File: src/rtl/crit_pkg.sv
package crit_pkg;

  // transfer type codes
  localparam logic [2:0] XF_READY  = 3'd0;
  localparam logic [2:0] XF_BYPASS = 3'd1;
  localparam logic [2:0] XF_LOAD   = 3'd2;
  localparam logic [2:0] XF_STORE  = 3'd3;
  localparam logic [2:0] XF_ADDR   = 3'd4;

  localparam logic LANE_FAST = 1'b1;
  localparam logic LANE_SLOW = 1'b0;

  localparam logic [1:0] CTR_INIT = 2'd2;
  localparam logic [1:0] CTR_MAX  = 2'd3;
  localparam logic [1:0] CTR_MIN  = 2'd0;

  // one saturating step of a 2-bit confidence counter
  function automatic logic [1:0] sat_step(input logic [1:0] cur, input logic up);
    logic [1:0] nxt;
    if (up) nxt = (cur == CTR_MAX) ? CTR_MAX : cur + 2'd1;
    else    nxt = (cur == CTR_MIN) ? CTR_MIN : cur - 2'd1;
    return nxt;
  endfunction

  // fixed routing rule per transfer type; bypass follows the prediction
  function automatic logic pick_lane(input logic [2:0] xt, input logic apred,
                                     input logic crit);
    logic l;
    case (xt)
      XF_READY:  l = LANE_SLOW;
      XF_BYPASS: l = crit ? LANE_FAST : LANE_SLOW;
      XF_LOAD:   l = LANE_FAST;
      XF_STORE:  l = LANE_SLOW;
      XF_ADDR:   l = apred ? LANE_SLOW : LANE_FAST;
      default:   l = LANE_FAST;
    endcase
    return l;
  endfunction

endpackage

File: src/rtl/crit_table.sv
module crit_table #(
  parameter int IDX_W = 6
) (
  input  logic             clk,
  input  logic             rst_n,
  input  logic [IDX_W-1:0] rd_idx,
  output logic [1:0]       rd_ctr,
  input  logic             upd_en,
  input  logic [IDX_W-1:0] upd_idx,
  input  logic             upd_up
);
  import crit_pkg::*;

  localparam int ENTRIES = 1 << IDX_W;

  logic [1:0] ctr_q [ENTRIES];
  logic [1:0] upd_old;
  logic [1:0] upd_new;

  assign upd_old = ctr_q[upd_idx];
  assign upd_new = sat_step(upd_old, upd_up);
  assign rd_ctr  = ctr_q[rd_idx];   // old value even if updated this cycle

  always_ff @(posedge clk or negedge rst_n) begin
    if (!rst_n) begin
      for (int i = 0; i < ENTRIES; i++) ctr_q[i] <= CTR_INIT;
    end else if (upd_en) begin
      ctr_q[upd_idx] <= upd_new;
    end
  end

  // observation of the entry touched in the previous cycle
  logic [IDX_W-1:0] last_idx;
  logic [1:0]       last_ctr;
  always_ff @(posedge clk or negedge rst_n) begin
    if (!rst_n) last_idx <= '0;
    else        last_idx <= upd_idx;
  end
  assign last_ctr = ctr_q[last_idx];


  ctr_rise_chk: assert property (@(posedge clk) disable iff (!rst_n)
    (upd_en && upd_up) |=> (last_ctr >= $past(upd_old)));

  ctr_fall_chk: assert property (@(posedge clk) disable iff (!rst_n)
    (upd_en && !upd_up) |=> (last_ctr <= $past(upd_old)));

  rd_old_chk: assert property (@(posedge clk) disable iff (!rst_n)
    (upd_en && (rd_idx == upd_idx)) |-> (rd_ctr == upd_old));

endmodule

File: src/rtl/crit_slack.sv
module crit_slack #(
  parameter int CYC_W    = 16,
  parameter int THR_INIT = 4
) (
  input  logic             clk,
  input  logic             rst_n,
  input  logic             thr_wr,
  input  logic [CYC_W-1:0] thr_data,
  input  logic [CYC_W-1:0] arrive,
  input  logic [CYC_W-1:0] issue,
  output logic             train_up
);

  logic [CYC_W-1:0] thr_q;

  // slack below the threshold (negative slack included) means critical
  function automatic logic slack_crit(input logic [CYC_W-1:0] arr,
                                      input logic [CYC_W-1:0] iss,
                                      input logic [CYC_W-1:0] thr);
    logic [CYC_W:0] gap;
    gap = {1'b0, iss} - {1'b0, arr};
    return gap[CYC_W] || (gap[CYC_W-1:0] < thr);
  endfunction

  always_ff @(posedge clk or negedge rst_n) begin
    if (!rst_n)      thr_q <= CYC_W'(THR_INIT);
    else if (thr_wr) thr_q <= thr_data;
  end

  assign train_up = slack_crit(arrive, issue, thr_q);


  thr_load_chk: assert property (@(posedge clk) disable iff (!rst_n)
    thr_wr |=> (thr_q == $past(thr_data)));

  thr_hold_chk: assert property (@(posedge clk) disable iff (!rst_n)
    !thr_wr |=> $stable(thr_q));

  neg_slack_chk: assert property (@(posedge clk) disable iff (!rst_n)
    (issue < arrive) |-> train_up);

  at_thr_chk: assert property (@(posedge clk) disable iff (!rst_n)
    ((issue >= arrive) && ((issue - arrive) == thr_q)) |-> !train_up);

endmodule

File: src/rtl/crit_steer.sv
module crit_steer (
  input  logic       clk,
  input  logic       rst_n,
  input  logic [2:0] xtype,
  input  logic       addr_pred,
  input  logic       crit,
  output logic       fast
);
  import crit_pkg::*;

  assign fast = pick_lane(xtype, addr_pred, crit);


  load_fast_chk: assert property (@(posedge clk) disable iff (!rst_n)
    (xtype == XF_LOAD) |-> fast);

  store_slow_chk: assert property (@(posedge clk) disable iff (!rst_n)
    (xtype == XF_STORE) |-> !fast);

  ready_slow_chk: assert property (@(posedge clk) disable iff (!rst_n)
    (xtype == XF_READY) |-> !fast);

  addr_lane_chk: assert property (@(posedge clk) disable iff (!rst_n)
    (xtype == XF_ADDR) |-> (fast == !addr_pred));

endmodule

File: src/rtl/crit_steer_top.sv
module crit_steer_top #(
  parameter int PC_W     = 32,
  parameter int IDX_W    = 6,
  parameter int CYC_W    = 16,
  parameter int THR_INIT = 4
) (
  input  logic             clk,
  input  logic             rst_n,
  input  logic             req_valid,
  input  logic [2:0]       req_type,
  input  logic [PC_W-1:0]  req_pc,
  input  logic             req_addr_pred,
  output logic             lane_sel,
  output logic             pred_crit,
  input  logic             trn_valid,
  input  logic [PC_W-1:0]  trn_pc,
  input  logic [CYC_W-1:0] trn_arrive,
  input  logic [CYC_W-1:0] trn_issue,
  input  logic             thr_wr,
  input  logic [CYC_W-1:0] thr_data
);
  import crit_pkg::*;

  logic [IDX_W-1:0] rd_idx;
  logic [IDX_W-1:0] upd_idx;
  logic [1:0]       rd_ctr;
  logic             train_up;
  logic             tbl_crit;
  logic             steer_fast;

  assign rd_idx  = req_pc[IDX_W-1:0];
  assign upd_idx = trn_pc[IDX_W-1:0];

  // upper address bits do not take part in indexing
  logic unused_pc_hi;
  assign unused_pc_hi = ^{req_pc[PC_W-1:IDX_W], trn_pc[PC_W-1:IDX_W]};

  crit_slack #(.CYC_W(CYC_W), .THR_INIT(THR_INIT)) u_slack (
    .clk      (clk),
    .rst_n    (rst_n),
    .thr_wr   (thr_wr),
    .thr_data (thr_data),
    .arrive   (trn_arrive),
    .issue    (trn_issue),
    .train_up (train_up)
  );

  crit_table #(.IDX_W(IDX_W)) u_table (
    .clk     (clk),
    .rst_n   (rst_n),
    .rd_idx  (rd_idx),
    .rd_ctr  (rd_ctr),
    .upd_en  (trn_valid),
    .upd_idx (upd_idx),
    .upd_up  (train_up)
  );

  assign tbl_crit = rd_ctr[1];

  crit_steer u_steer (
    .clk       (clk),
    .rst_n     (rst_n),
    .xtype     (req_type),
    .addr_pred (req_addr_pred),
    .crit      (tbl_crit),
    .fast      (steer_fast)
  );

  assign lane_sel  = req_valid & steer_fast;
  assign pred_crit = req_valid & tbl_crit;


  bypass_follow_chk: assert property (@(posedge clk) disable iff (!rst_n)
    (req_valid && req_type == XF_BYPASS) |-> (lane_sel == pred_crit));

  spare_fast_chk: assert property (@(posedge clk) disable iff (!rst_n)
    (req_valid && req_type > XF_ADDR) |-> lane_sel);

  idle_quiet_chk: assert property (@(posedge clk) disable iff (!rst_n)
    !req_valid |-> (!lane_sel && !pred_crit));

endmodule

File: config.mk
export PLATFORM = sky130hd
export DESIGN_NAME = crit_steer_top
export DESIGN_NICKNAME = d
export VERILOG_FILES = /design/src/rtl/crit_pkg.sv /design/src/rtl/crit_table.sv /design/src/rtl/crit_slack.sv /design/src/rtl/crit_steer.sv /design/src/rtl/crit_steer_top.sv
export SDC_FILE = /design/constraint.sdc
export NUM_CORES = 1
export LEC_CHECK = 0
export BUFFER_PORTS_ARGS = -buffer_cell sky130_fd_sc_hd__buf_2
export CORE_ASPECT_RATIO = 1.4
export CORE_MARGIN = 2
export CORE_UTILIZATION = 50
export DETAILED_ROUTE_END_ITERATION = 8
export PLACE_DENSITY = 0.74
export SKIP_CTS_REPAIR_TIMING = 1
export SLEW_MARGIN = 20
export SYNTH_ARGS = -nofsm -noshare
export SYNTH_HDL_FRONTEND = slang
export SYNTH_SLANG_ARGS = --single-unit
File: constraint.sdc
create_clock -name clk -period 2.72 [get_ports clk]
set_clock_uncertainty 0.15 [all_clocks]
set_input_delay 0.136 -clock clk [delete_from_list [all_inputs] [get_ports clk]]
set_output_delay 0.136 -clock clk [all_outputs]
set_load 0.005 [all_outputs]
* After elaboration in Yosys (flattened, before gate mapping)
Cells that the tools add are included.
** Cells by class
- Bitwise logic cells :: 4
- $add $sub $neg :: 3
- Reduce and logical (&&, ||, !) cells :: 5
- Equality and inequality tests :: 4
- Order comparisons :: 4
- Multiplexer cells :: 15
** Operators by type and width (number)
- $bwmux W128 :: 1
- $bmux W2 S6 :: 2
- $sub A16 B16 Y17 :: 1
- $lt A16 B16 Y1 :: 1
- $mux W2 :: 8
- $ge A7 B7 Y1 const B :: 2
- $not A6 Y7 :: 2
- $demux W2 S6 :: 1
- $lt A7 B1 Y1 const B :: 1
- $eq A3 B1 Y1 const B :: 1
- $eq A3 B2 Y1 const B :: 1
- $eq A3 B3 Y1 const B :: 1
- $logic_not A3 Y1 :: 1
- $pmux W1 S3 :: 1
- $add A2 B1 Y2 const B :: 1
- $and A1 B1 Y1 :: 2
- $eq A2 B2 Y1 const B :: 1
- $logic_not A2 Y1 :: 1
- $mux W1 :: 2
- $reduce_or A2 Y1 :: 1
- $sub A2 B1 Y2 const B :: 1
- $logic_and A1 B1 Y1 :: 1
- $logic_or A1 B1 Y1 :: 1
** Word-level totals
- Output and inout port bits :: 2
- Register bits after elaboration :: 144
- Input port bits :: 121
- Word-level logic and storage cells :: 100

* Longest topological paths before layout
- Depth in word-level cells :: 8
- Depth in mapped cells :: 19
- Depth with buffers taken out :: 18

* Hierarchy
A second synthesis with hierarchy kept.
** Unflattened totals
- Cell total of the unflattened synthesis :: 844
- Area, all modules :: 9096.2 um^2
** Modules (own cells, without submodules)
- crit_table :: sequential area each 3283.1 um^2, cells an instance 623, area each 7303.3 um^2, instances 1
- crit_slack :: sequential area each 401.6 um^2, cells an instance 215, area each 1751.7 um^2, instances 1
- crit_steer :: sequential area each 0.0 um^2, cells an instance 4, area each 28.8 um^2, instances 1
- crit_steer_top :: sequential area each 0.0 um^2, cells an instance 2, area each 12.5 um^2, instances 1

* Worst setup path after synthesis
No wires, ideal clock.
- Path type :: input port to flip-flop
- Start :: input port trn_issue[0]
- End :: register u_table.ctr_q[1] in the netlist's numbering
- Slack :: -0.896 ns
- Required time :: 2.497 ns
- Library setup time :: 0.073 ns
- Cell stages on the path :: 19
- Data arrival time :: 3.393 ns
- Buffers on the path :: 1
- Path through :: inv_1 > ha_1 > fa_1 > nor2b_1 > o31a_1 > o2111ai_1 > a311o_1 > a21oi_1 > o21a_1 > nor2_1 > xnor2_1 > ha_1 > a21o_1 > a21oi_1 > o21ai_0 > o22ai_1 > a21oi_4 > buf_6 > a21oi_1
** Between the ends
- Word-level cells in the longest chain between the ends :: 5
** RTL lines
- start, declared :: line crit_steer_top.sv:18 : input logic [CYC_W-1:0] trn_issue,
- $sub A16 B16 Y17 (*) :: line crit_slack.sv:21 : gap = {1'b0, iss} - {1'b0, arr};
- $lt A16 B16 Y1 :: line crit_slack.sv:22 : return gap[CYC_W] || (gap[CYC_W-1:0] < thr);
- $logic_or A1 B1 Y1 (*) :: line crit_slack.sv:22
- $mux W2 (*) :: line crit_pkg.sv:20 : if (up) nxt = (cur == CTR_MAX) ? CTR_MAX : cur + 2'd1;
- $bwmux W128 (*) :: line crit_table.sv:28 : ctr_q[upd_idx] <= upd_new;
- end signal, assigned by index :: line crit_table.sv:28
- end, declared :: line crit_table.sv:16 : logic [1:0] ctr_q [ENTRIES];
Mark *: on every way between the ends. The rest lies on a longest branch, timed or not.
A chain may end at the register's enable or synchronous reset.

* Worst setup path in the final report
- Start :: input port trn_issue[0]
- End :: register u_table.ctr_q[50] in the netlist's numbering
Same word-level chain as after synthesis.

==> run summary <==
• **layout overhead on the synthesized area** 35.82%
• **initial antenna violation count** 0
• **highest-count cells in the layout ignoring fill and taps** sky130_fd_sc_hd__nor2_1, sky130_fd_sc_hd__a21oi_2, sky130_fd_sc_hd__buf_4
• **total leakage power** 4.858 nW
• **non-filler instance count after layout** 1280
• **min setup slack post-route** -0.6540 ns
• **Worst Setup End Kind** register
• **leftover overflow at the end of global routing** 0
• **final antenna-violating net count** 0
• **hpwl dp** 16500 um
• **DR iter-0 viols** 751
• **Design Area, Final** 11420 um^2
• **Final period util** 1.240
• **failing checks** setup timing
• **most common cell after layout, fill and taps aside** sky130_fd_sc_hd__nor2_1
• **Antenna Diode Count** 0
• **Placement Cell Area** 10050 um^2
• **fin crit period** 3.374 ns
• **H-tree levels** 4
• **post-placement cell count** 1219
• **Hold Crit Class** in2reg
• **dominant register cell in the synthesized netlist** sky130_fd_sc_hd__dfrtp_1
• **effective utilization at floorplan** 0.5063
• **maximum capacitance violations** 0
• **maximum clock path buffer count** 2
• **CTS Buf Count** 17
• **RSZ-0062 raised after global routing** yes
• **Remaining DRCs** 0
• **worst voltage drop across the vdd grid** 0.4913 mV
• **clock slew at the register clock pins of the worst setup and hold paths** 0.06 ns
• **number of vias in the routed layout** 7670
• **count of fill cells added during filler insertion** 1158
• **Synth async-reset ratio** 1.000
• **Post-synth EDFFs** 0
• **final setup violating endpoints** 130
• **total power per unit cell area** 730.4 nW/um^2
• **worst hold margin** 0.02017 ns
• **net count after synthesis** 1025
• **global-route wire length before repair** 36630 um
• **Required @ worst endpoint** 2.87 ns
• **warnings from Yosys** 0
• **slew margin rel.** 0.5052
• **hold violation count in the final report** 0
• **final wirelength** 24980 um
• **mean instance size in the synthesized netlist** 9.641 um^2
• **flip-flop and latch count after synthesis** 144
• **site row count** 56
• **ratio of routed vias to standard cells** 5.992
• **proportion of layout cells with a drive suffix above 1** 0.4522
• **netlist area before placement** 8407 um^2
• **clock insertion delay at the later pin of the skew report** 0.43 ns
• **clock tree from TritonCTS** built
• **Worst Setup Path Type** in2reg
• **Ports** 123
• **number of unique standard cell types used by synthesis** 57
• **Startpoint Class** primary input
• **count of input and output buffers** 70
• **result of the run** complete, but fails checks
• **die height** 157.4 um
• **Reg2Reg Setup Slack** -0.21 ns
• **Die X** 113.6 um
• **f_max** 0.2964 GHz
• **root buffer cell** sky130_fd_sc_hd__clkbuf_16
• **Least-Margin Pin Slew** 0.7406 ns
• **Synth Instances** 872
• **pin count of the biggest net entering global routing** 58
• **Total Power** 8.340 mW
• **router iterations before antenna repair** 6
• **data arrival at the endpoint of the critical path** 3.52 ns
• **sink count of the clock tree** 144
• **Slew Limit Fails** 0
• **GP Congestion** 0.8901
• **Routed wire per std cell** 19.52 um
• **number of nets in the final layout** 1217
• **vias in the first global route** 7211
• **overall fraction of global-route tracks in use** 0.2641
• **Die ar.** 17880 um^2
• **share of synthesized area occupied by flip-flops and latches** 0.4383
• **Core ar.** 16610 um^2
• **highest net fanout along the worst path** 22
[layer usage]
| layer | global-route usage | vias to the layer above | wire length, um |
|---|---|---|---|
| met2 | 0.4522 | 432 | 12230 |
| met1 | 0.3127 | 3651 | 9482 |
| li1 | - | 3474 | - |
| met3 | 0.05429 | 113 | 1948 |
| met5 | 0 | - | 0 |
| met4 | 0.1394 | 0 | 1320 |
[power by group]
part           leakage [nW]  total [mW]  switching [mW]  internal, mW
Sequential             1.67        3.02           0.299          2.72
Combinational          2.90        2.83            1.42          1.41
Clock                 0.294        2.49           0.949          1.54
[synthesized netlist by cell type (all sizes together) (2+ instances only)]
library cell	n	area share
a21oi	147	0.092
or3	2	0.0015
a21boi	2	0.0018
ha	31	0.046
and2	4	0.0030
mux2	12	0.017
o21bai	2	0.0018
o21ai	27	0.016
nand2	37	0.017
mux4	36	0.096
xor2	2	0.0021
inv	41	0.018
a22oi	6	0.0054
clkbuf	11	0.0049
nand3	16	0.0095
dfrtp	79	0.24
and3	2	0.0015
nor2b	8	0.0060
nor3	2	0.0012
nand2b	6	0.0063
a211oi	2	0.0018
xnor2	7	0.0073
a21o	10	0.0089
o21a	6	0.0054
nand3b	5	0.0045
a221oi	9	0.011
o22ai	6	0.0045
dfstp	65	0.20
or3b	3	0.0031
nor2	214	0.096
a31oi	7	0.0052
mux2i	13	0.015
nand4	4	0.0030
buf	31	0.031
o211ai	4	0.0036
[path summary, 6_finish.rpt]
path                                          startpoint                       endpoint  cells past startpoint
setup / recovery                            trn_issue[0]  u_table.ctr_q[50]$_DFFE_PN0P_                     21
hold / removal                                    thr_wr   u_slack.thr_q[2]$_DFFE_PN1P_                      3
setup reg to reg           u_table.ctr_q[73]$_DFFE_PN1P_  u_table.ctr_q[17]$_DFFE_PN1P_                      9
hold reg to reg             u_slack.thr_q[0]$_DFFE_PN0P_   u_slack.thr_q[0]$_DFFE_PN0P_                      1
max in group asynchronous                          rst_n  u_table.ctr_q[95]$_DFFE_PN1P_                      3
min in group asynchronous                          rst_n  u_slack.thr_q[13]$_DFFE_PN0P_                      2
[cell type report]
cell class,count,area [um^2],share of cell area
clock buffer,19,432.9,0.03791
clock inverter,13,187.7,0.01644
sequential,144,3685,0.3227
tap,203,254.0,0.02224
inverter,41,161.4,0.01414
timing repair buffer,215,1812,0.1587
multi-input combinational,645,4886,0.4279
[critical path, cell delays in order]
cell                        delay, ns
sky130_fd_sc_hd__buf_8           0.08
sky130_fd_sc_hd__inv_8           0.03
sky130_fd_sc_hd__ha_4            0.15
sky130_fd_sc_hd__fa_2            0.35
sky130_fd_sc_hd__nor2b_2         0.15
sky130_fd_sc_hd__o31a_1          0.21
sky130_fd_sc_hd__o2111ai_2       0.14
sky130_fd_sc_hd__a311o_1         0.33
sky130_fd_sc_hd__a21oi_2         0.15
sky130_fd_sc_hd__o21a_1          0.13
sky130_fd_sc_hd__nor2_2          0.04
sky130_fd_sc_hd__xnor2_1         0.12
sky130_fd_sc_hd__ha_1            0.29
sky130_fd_sc_hd__nand4_1         0.14
sky130_fd_sc_hd__a211oi_2        0.20
sky130_fd_sc_hd__o22ai_2         0.15
sky130_fd_sc_hd__buf_4           0.16
sky130_fd_sc_hd__a21oi_4         0.13
sky130_fd_sc_hd__buf_12          0.15
sky130_fd_sc_hd__buf_12          0.19
sky130_fd_sc_hd__a21oi_2         0.07
[sequential cells by signal (all words and copies together), names as in the netlist]
signal and count:
u_table.ctr_q 128, u_slack.thr_q 16
[logic make-up (layout without fill, tap and decap cells)]
kind of cell,after synthesis,in the layout,synth area share
simple gates,307,307,0.1558
compound gates,236,236,0.1656
flops,144,144,0.4383
buf+inv,83,288,0.05388
mux,61,61,0.1284
fa+ha+maj,32,32,0.04852
xor+xnor,9,9,0.009377
[metrics by stage]
step | setup slack (ns) | TNS, ns | util
2_1_floorplan | -0.6944 | -86.44 | -
3_3_place_gp | -1.089 | -132.50 | 0.6050
3_5_place_dp | -1.142 | -139.69 | 0.6050
4_1_cts | -0.7323 | -86.53 | 0.6423
5_1_grt | -0.8697 | -102.78 | 0.6876
6_report | -0.6540 | -77.33 | 0.6876
(Power assumes the default switching activity.)
